`src/rtl/dcc_pkg.sv`:
```
package dcc_pkg;
  localparam int DATA_W   = 32;
  localparam int EN_BIT   = 0;
  localparam int RST_BIT  = 1;
  localparam int SUSP_BIT = 2;
  localparam int IE_LSB   = 8;
  localparam int IRQ_N    = 7;
  localparam int LSM_BIT  = 16;
  localparam int PRIO_LSB = 22;
  localparam int PRIO_W   = 2;
  localparam int IE_MSB   = IE_LSB + IRQ_N - 1;
  localparam int PRIO_MSB = PRIO_LSB + PRIO_W - 1;

  localparam logic [DATA_W-1:0] USED_MASK =
      (DATA_W'(1) << EN_BIT) | (DATA_W'(1) << RST_BIT) | (DATA_W'(1) << SUSP_BIT) |
      (DATA_W'((1 << IRQ_N) - 1) << IE_LSB) | (DATA_W'(1) << LSM_BIT) |
      (DATA_W'((1 << PRIO_W) - 1) << PRIO_LSB);

  typedef struct packed {
    logic setEn;
    logic clrEn;
    logic loadSusp;
    logic suspVal;
    logic loadIe;
    logic loadCfg;
  } ctrlStrobe_t;
endpackage

```
`src/rtl/dcc_ctrl.sv`:
```
module dcc_ctrl
  import dcc_pkg::*;
(
  input  logic        clk,
  input  logic        rst_n,
  input  logic        regWrEn,
  input  logic        wrEnBit,
  input  logic        wrRstBit,
  input  logic        wrSuspBit,
  input  logic        enState,
  input  logic        engIdle,
  input  logic        engSuspended,
  input  logic        engXferErr,
  input  logic        engXferDone,
  output ctrlStrobe_t strobe,
  output logic        resetPending
);
  logic rstReq;
  logic steady;
  logic applyRst;
  logic hwClr;
  logic pendReg;

  assign rstReq   = regWrEn & wrRstBit;
  // steady: idle and (disabled, or enabled and suspended)
  assign steady   = engIdle & (~enState | engSuspended);
  assign applyRst = (rstReq | pendReg) & steady;
  assign hwClr    = engXferErr | engXferDone;

  always_ff @(posedge clk or negedge rst_n) begin
    if (!rst_n)        pendReg <= 1'b0;
    else if (applyRst) pendReg <= 1'b0;
    else if (rstReq)   pendReg <= 1'b1;
  end

  always_comb begin
    strobe          = '0;
    strobe.clrEn    = hwClr | applyRst;
    strobe.setEn    = regWrEn & wrEnBit & ~rstReq;
    strobe.loadSusp = applyRst | (regWrEn & ~rstReq);
    strobe.suspVal  = applyRst ? 1'b0 : wrSuspBit;
    strobe.loadIe   = regWrEn;
    strobe.loadCfg  = regWrEn & ~enState;
  end

  assign resetPending = pendReg;
endmodule

```
`src/rtl/dcc_regs.sv`:
```
module dcc_regs
  import dcc_pkg::*;
(
  input  logic              clk,
  input  logic              rst_n,
  input  ctrlStrobe_t       strobe,
  input  logic [IRQ_N-1:0]  wrIe,
  input  logic              wrLsm,
  input  logic [PRIO_W-1:0] wrPrio,
  input  logic [IRQ_N-1:0]  engEvt,
  output logic              enState,
  output logic              suspState,
  output logic              lsmState,
  output logic [PRIO_W-1:0] prioState,
  output logic [DATA_W-1:0] rdWord,
  output logic [IRQ_N-1:0]  irqVec,
  output logic              irqAny
);
  logic [IRQ_N-1:0] ieState;

  always_ff @(posedge clk or negedge rst_n) begin
    if (!rst_n)            enState <= 1'b0;
    else if (strobe.clrEn) enState <= 1'b0;
    else if (strobe.setEn) enState <= 1'b1;
  end

  always_ff @(posedge clk or negedge rst_n) begin
    if (!rst_n)               suspState <= 1'b0;
    else if (strobe.loadSusp) suspState <= strobe.suspVal;
  end

  always_ff @(posedge clk or negedge rst_n) begin
    if (!rst_n)             ieState <= '0;
    else if (strobe.loadIe) ieState <= wrIe;
  end

  always_ff @(posedge clk or negedge rst_n) begin
    if (!rst_n) begin
      lsmState  <= 1'b0;
      prioState <= '0;
    end else if (strobe.loadCfg) begin
      lsmState  <= wrLsm;
      prioState <= wrPrio;
    end
  end

  always_comb begin
    rdWord                    = '0;
    rdWord[EN_BIT]            = enState;
    rdWord[SUSP_BIT]          = suspState;
    rdWord[IE_MSB:IE_LSB]     = ieState;
    rdWord[LSM_BIT]           = lsmState;
    rdWord[PRIO_MSB:PRIO_LSB] = prioState;
  end

  for (genvar k = 0; k < IRQ_N; k++) begin : g_irq
    assign irqVec[k] = engEvt[k] & ieState[k];
  end
  assign irqAny = |irqVec;
endmodule

```
`src/rtl/dma_chan_ctrl.sv`:
```
module dma_chan_ctrl
  import dcc_pkg::*;
(
  input  logic              clk,
  input  logic              rst_n,
  input  logic              regWrEn,
  input  logic [DATA_W-1:0] regWrData,
  output logic [DATA_W-1:0] regRdData,
  input  logic              engIdle,
  input  logic              engSuspended,
  input  logic              engXferErr,
  input  logic              engXferDone,
  input  logic [IRQ_N-1:0]  engEvt,
  output logic              chanEnable,
  output logic              chanSuspend,
  output logic              linkStep,
  output logic [PRIO_W-1:0] chanPrio,
  output logic [IRQ_N-1:0]  irqLines,
  output logic              chanIrq
);
  ctrlStrobe_t strobe;
  logic        resetPending;
  logic        unusedWrBits;

  assign unusedWrBits = ^(regWrData & ~USED_MASK);

  dcc_ctrl u_ctrl (
    .clk(clk), .rst_n(rst_n), .regWrEn(regWrEn),
    .wrEnBit(regWrData[EN_BIT]), .wrRstBit(regWrData[RST_BIT]),
    .wrSuspBit(regWrData[SUSP_BIT]), .enState(chanEnable),
    .engIdle(engIdle), .engSuspended(engSuspended),
    .engXferErr(engXferErr), .engXferDone(engXferDone),
    .strobe(strobe), .resetPending(resetPending)
  );

  dcc_regs u_regs (
    .clk(clk), .rst_n(rst_n), .strobe(strobe),
    .wrIe(regWrData[IE_MSB:IE_LSB]), .wrLsm(regWrData[LSM_BIT]),
    .wrPrio(regWrData[PRIO_MSB:PRIO_LSB]), .engEvt(engEvt),
    .enState(chanEnable), .suspState(chanSuspend), .lsmState(linkStep),
    .prioState(chanPrio), .rdWord(regRdData), .irqVec(irqLines), .irqAny(chanIrq)
  );
endmodule

```
`config.mk`:
```
export PLATFORM = sky130hd
export DESIGN_NAME = dma_chan_ctrl
export DESIGN_NICKNAME = d
export VERILOG_FILES = /design/src/rtl/dcc_pkg.sv /design/src/rtl/dcc_ctrl.sv /design/src/rtl/dcc_regs.sv /design/src/rtl/dma_chan_ctrl.sv
export SDC_FILE = /design/constraint.sdc
export NUM_CORES = 1
export LEC_CHECK = 0
export BUFFER_PORTS_ARGS = -buffer_cell sky130_fd_sc_hd__buf_2
export CAP_MARGIN = 25
export CORE_MARGIN = 4
export CORE_UTILIZATION = 35
export CTS_BUF_LIST = sky130_fd_sc_hd__clkbuf_16
export DETAILED_ROUTE_END_ITERATION = 8
export PLACE_DENSITY_LB_ADDON = 0.08
export SYNTH_ARGS = -nofsm -noshare
export SYNTH_HDL_FRONTEND = slang
export SYNTH_SLANG_ARGS = --single-unit
```
`constraint.sdc`:
```
create_clock -name clk -period 4.2 [get_ports clk]
set_input_delay 0.42 -clock clk [delete_from_list [all_inputs] [get_ports clk]]
set_output_delay 0.42 -clock clk [all_outputs]
set_load 0.02 [all_outputs]
```
After elaboration in Yosys (flattened, before gate mapping)
Index checks and enable logic that the tools add are counted.

Word-level logic and storage cells: 35. Register bits: 13. Output and inout port bits: 45.

Bitwise gates (word level): 21. Reduce and logical (&&, ||, !) cells: 3. Multiplexer cells: 5.

Operator list (count): 1-bit AND (14); 7-bit OR reduction (1); 1-bit two-way mux (5); 1-bit bitwise OR (5); 2-bit nonzero test (2); 1-bit NOT (2).

Logic depth before layout (Yosys ltp)
Depth in word-level cells: 6. Depth in mapped cells: 4. Mapped depth without buffers: 3.

Modules after synthesis
Synthesis repeated with hierarchy kept, for this count alone.

Cell total of the unflattened synthesis: 75. Area total of the unflattened synthesis: 805.8 um^2.

By module, submodules not included: dcc_regs (instances 1, sequential area each 300.3 um^2, cells an instance 62, area each 700.7 um^2); dcc_ctrl (instances 1, sequential area each 25.0 um^2, cells an instance 13, area each 105.1 um^2).

Least setup slack after synthesis
Ideal clock, no wire load.

Path type: register to output. From: reg u_regs.ieState[5]. To: out chanIrq. Setup slack: 2.085 ns. Arrival time: 1.695 ns. Cell stages (with the launch flop): 4. Path buffers: 0. Path through: dfrtp_1 -> and2_1 -> or4_1 -> or4_1.

Word-level cells in the longest chain between the ends: 2.

Ends and longest elaborated chain: start, declared (line dcc_regs.sv:19) `logic [IRQ_N-1:0] ieState;`; start signal, assigned (line dcc_regs.sv:34) `else if (strobe.loadIe) ieState <= wrIe;`; 1-bit AND (line dcc_regs.sv:57) `assign irqVec[k] = engEvt[k] & ieState[k];`; named net irqLines[5] (line dma_chan_ctrl.sv:18) `output logic [IRQ_N-1:0] irqLines,`; 7-bit OR reduction (line dcc_regs.sv:59) `assign irqAny = |irqVec;`; end, declared (line dma_chan_ctrl.sv:19) `output logic chanIrq`.

The timed path passes the listed nets, and every way through them passes these cells.

Final worst setup path
From: reg u_regs.ieState[1]. To: out chanIrq.

Word-level cells in the longest chain between the ends: 2.

Ends and longest elaborated chain (line): 1-bit AND (dcc_regs.sv:57); 7-bit OR reduction (dcc_regs.sv:59).

No other way between the ends.

==> flow_metrics.py <==
metrics = {
    "sta": {
        "final_min_period_over_clock_period_pct": 54.4,
        "fin_skew_ps": 1.45,
        "finalHoldViolCount": 0,
        "rsz0062_at_grt": "no",
        "final-max-slew-violation-count": 0,
        "setup_viol": 0,
        "hold_ws_ps": 64.5,
        "max_freq_ghz": 0.438,
        "finalCriticalPeriod_ps": 2280,
        "fin_tns_setup_ps": 0,
    },
    "critical_path": {
        "critical_path_class": "reg2out",
        "timing.critical_path.cells": "and2_4 > or4_1 > or4_1 > buf_2",
        "critPathLaunchType": "flop",
        "worst-path-buf-inv": 1,
        "critPathMaxStageDelay_ps": 520,
        "most_common_cell_on_crit_path": "sky130_fd_sc_hd__or4_1",
        "setup.worst_path.end_class": "primary output",
        "cp_slowest_cell": "sky130_fd_sc_hd__or4_1",
        "critPathArrivalTime_ps": 1860,
        "timing.critical_path.max_delay_family": "simple AND/OR/NAND/NOR gates",
        "crit_fanout": 3,
        "worst_ep_required_time_ps": 3780,
    },
    "cts": {
        "holdBufCountCts": 0,
        "cts_post_setup_buffers_inserted": 0,
        "clock_insertion_delay_worst_skew_ps": 240,
        "cts_buffers": 3,
        "h_tree_depth": 1,
        "tritoncts": "built",
        "cts.clk_slew.worst_paths_ps": 40,
        "clock_sink_count": 13,
        "postCtsResizedCells": 0,
        "clockRootBuffer": "sky130_fd_sc_hd__clkbuf_16",
        "max_buffers_root_to_sink": 2,
    },
    "grt": {
        "grt_first_pass_wirelength_mm": 2.77,
        "grt.overflow.total": 0,
        "grt_use_total_pct": 10.7,
        "pin_count_of_the_biggest_net_entering_global_routing": 15,
        "grt_antenna_before_repair": 0,
        "first_global_vias": 633,
    },
    "power": {
        "clock_power_share_pct": 40.8,
        "power_switching_share_pct": 29.2,
        "power.share.combinational_pct": 25.0,
        "p_seq_share_pct": 34.1,
        "p_per_area_mw_per_mm2": 413,
        "netSwitchingPower_w": 0.000125,
        "leakagePower_nw": 0.568,
        "power.internal_w": 0.000302,
        "power.ir.vdd_worst_v": 0.000415,
    },
    "job": {
        "maxCapViolCount": 0,
    },
    "route": {
        "vias": 627,
        "detail_route.wirelength_mm": 1.62,
        "route.detailed.vias_per_inst": 4.18,
        "route.antenna.remaining_nets": 0,
        "drt_pre_antenna_iters": 4,
        "route.detailed.drc": 0,
        "drt-initial-drc-count": 3,
        "wl_per_cell_um": 10.8,
    },
    "synth": {
        "synth_seq_area_share_pct": 41.3,
        "syn_area_per_cell_um2": 10.5,
        "ys.warnings.count": 0,
        "ys_types": 20,
        "synth_area_um2": 787,
        "ys_top_cells_by_count": "sky130_fd_sc_hd__buf_4 (25), sky130_fd_sc_hd__dfrtp_1 (13), sky130_fd_sc_hd__mux2_2 (10)",
        "number_of_synthesized_flops_with_an_enable_pin": 0,
        "synthCells": 75,
        "synth_top_area_cell": "sky130_fd_sc_hd__dfrtp_1",
        "synthFlopType": "sky130_fd_sc_hd__dfrtp_1",
        "asyncSetResetFlopFracSynth_pct": 100,
        "yosys.cell_count.top_type": "sky130_fd_sc_hd__buf_4",
        "synthTopCellsByArea": "sky130_fd_sc_hd__dfrtp_1 (41%), sky130_fd_sc_hd__buf_4 (24%), sky130_fd_sc_hd__mux2_2 (14%)",
        "ys_ff_latch": 13,
        "synth_top_cell_area_share_pct": 41.3,
    },
    "floorplanning": {
        "chipWidth_um": 55.4,
        "floorplan.io_pins": 91,
        "design.core.area_mm2": 0.00204,
        "row_count": 16,
        "design.die.area_mm2": 0.00307,
        "start_util_pct": 38.5,
        "dieHeight_um": 55.4,
    },
    "final_layout": {
        "fraction_of_layout_cells_with_a_size_suffix_above_1_pct": 52.8,
        "nets": 170,
        "syn_to_final_growth_pct": 31.5,
        "antenna_cells_inserted": 0,
    },
    "min_path": {
        "holdCritPathClass": "in2async",
    },
    "placed_design": {
        "place.port_buffers": 51,
        "detailed_place_hpwl_mm": 1.35,
        "finalWeightedCongestion": 0.645,
    },
    "outcome": {
        "result_of_the_run": "finished clean",
    },
}
power by group through the flow:
stage                     registers, W  clock network, W  logic (W)
final                         0.000146          0.000174   0.000107
after global routing          0.000148          0.000189   0.000116
after CTS                     0.000146          0.000180   0.000108
after detailed placement      0.000148                 0   0.000108
after global placement        0.000147                 0   0.000108
after floorplan               0.000162                 0  0.0000744
kinds of logic after synthesis:
logic type	synth area share, %
other	0.476
DFF	41.3
buffers and inverters	24.8
muxes	14.3
and+or+nand+nor	13.0
AOI/OAI and AO/OA	6.04
through the flow:
step                      cells  utilization, %  total power, W  worst slack [ps]  cell area (µm²)
after floorplan              94               -        0.000236              2090              858
after global placement      146            46.8        0.000255              2030              956
after detailed placement    146            46.8        0.000256              2020              956
after CTS                   150            50.7        0.000435              1900             1030
after global routing        150            50.7        0.000453              1850             1030
final                       150            50.7        0.000427              1920             1030
sequential cells by signal, summed over array words and instances (netlist names):
register	cells
u_regs.suspState	1
u_regs.prioState	2
u_regs.lsmState	1
u_ctrl.resetPending	1
u_regs.enState	1
u_regs.ieState	7
per-layer routing:
metal	global-route usage, %	routed length [µm]	vias to the layer above
met3	4.66	153	0
met4	1.04	0	0
li1	-	-	305
met1	11.4	579	289
met5	0	0	-
met2	19.9	891	33
cell type report:
| type | instances | area [µm²] |
|---|---|---|
| fillers | 197 | 1010 |
| well taps | 27 | 33.8 |
| multi-input cells | 54 | 338 |
| clock buffers | 3 | 75.1 |
| clock inverters | 1 | 3.75 |
| flip-flops and latches | 13 | 325 |
| repair buffers | 51 | 255 |
| inverters | 1 | 3.75 |
cells in the final DEF, fill, tap and decap left out:
cell,instances
sky130_fd_sc_hd__nor2b_1,1
sky130_fd_sc_hd__buf_2,51
sky130_fd_sc_hd__conb_1,20
sky130_fd_sc_hd__inv_1,2
sky130_fd_sc_hd__and2_1,6
sky130_fd_sc_hd__nor2_1,1
sky130_fd_sc_hd__nand2b_1,2
sky130_fd_sc_hd__or3_1,1
sky130_fd_sc_hd__nand3_1,1
sky130_fd_sc_hd__nand2_1,2
sky130_fd_sc_hd__and2_4,1
sky130_fd_sc_hd__dfrtp_1,13
sky130_fd_sc_hd__a21oi_1,3
sky130_fd_sc_hd__a311oi_1,1
sky130_fd_sc_hd__a211oi_1,1
sky130_fd_sc_hd__mux2_2,10
sky130_fd_sc_hd__o221ai_1,1
sky130_fd_sc_hd__or4_1,2
sky130_fd_sc_hd__clkbuf_16,3
sky130_fd_sc_hd__a21boi_0,1
worst paths after layout:
check | start | to | slack (ps) | depth (start not counted)
max | u_regs.ieState[1] | chanIrq | 1920 | 4
min | rst_n | u_regs.ieState[0] | 60 | 1
max reg2reg | u_regs.enState | u_regs.prioState[0] | 3030 | 2
min reg2reg | u_ctrl.resetPending | u_ctrl.resetPending | 500 | 2
max in group asynchronous | rst_n | u_regs.suspState | 3910 | 1
min in group clk | regWrData[14] | u_regs.ieState[6] | 410 | 2
Note: power is estimated with default switching activity, not from simulation.
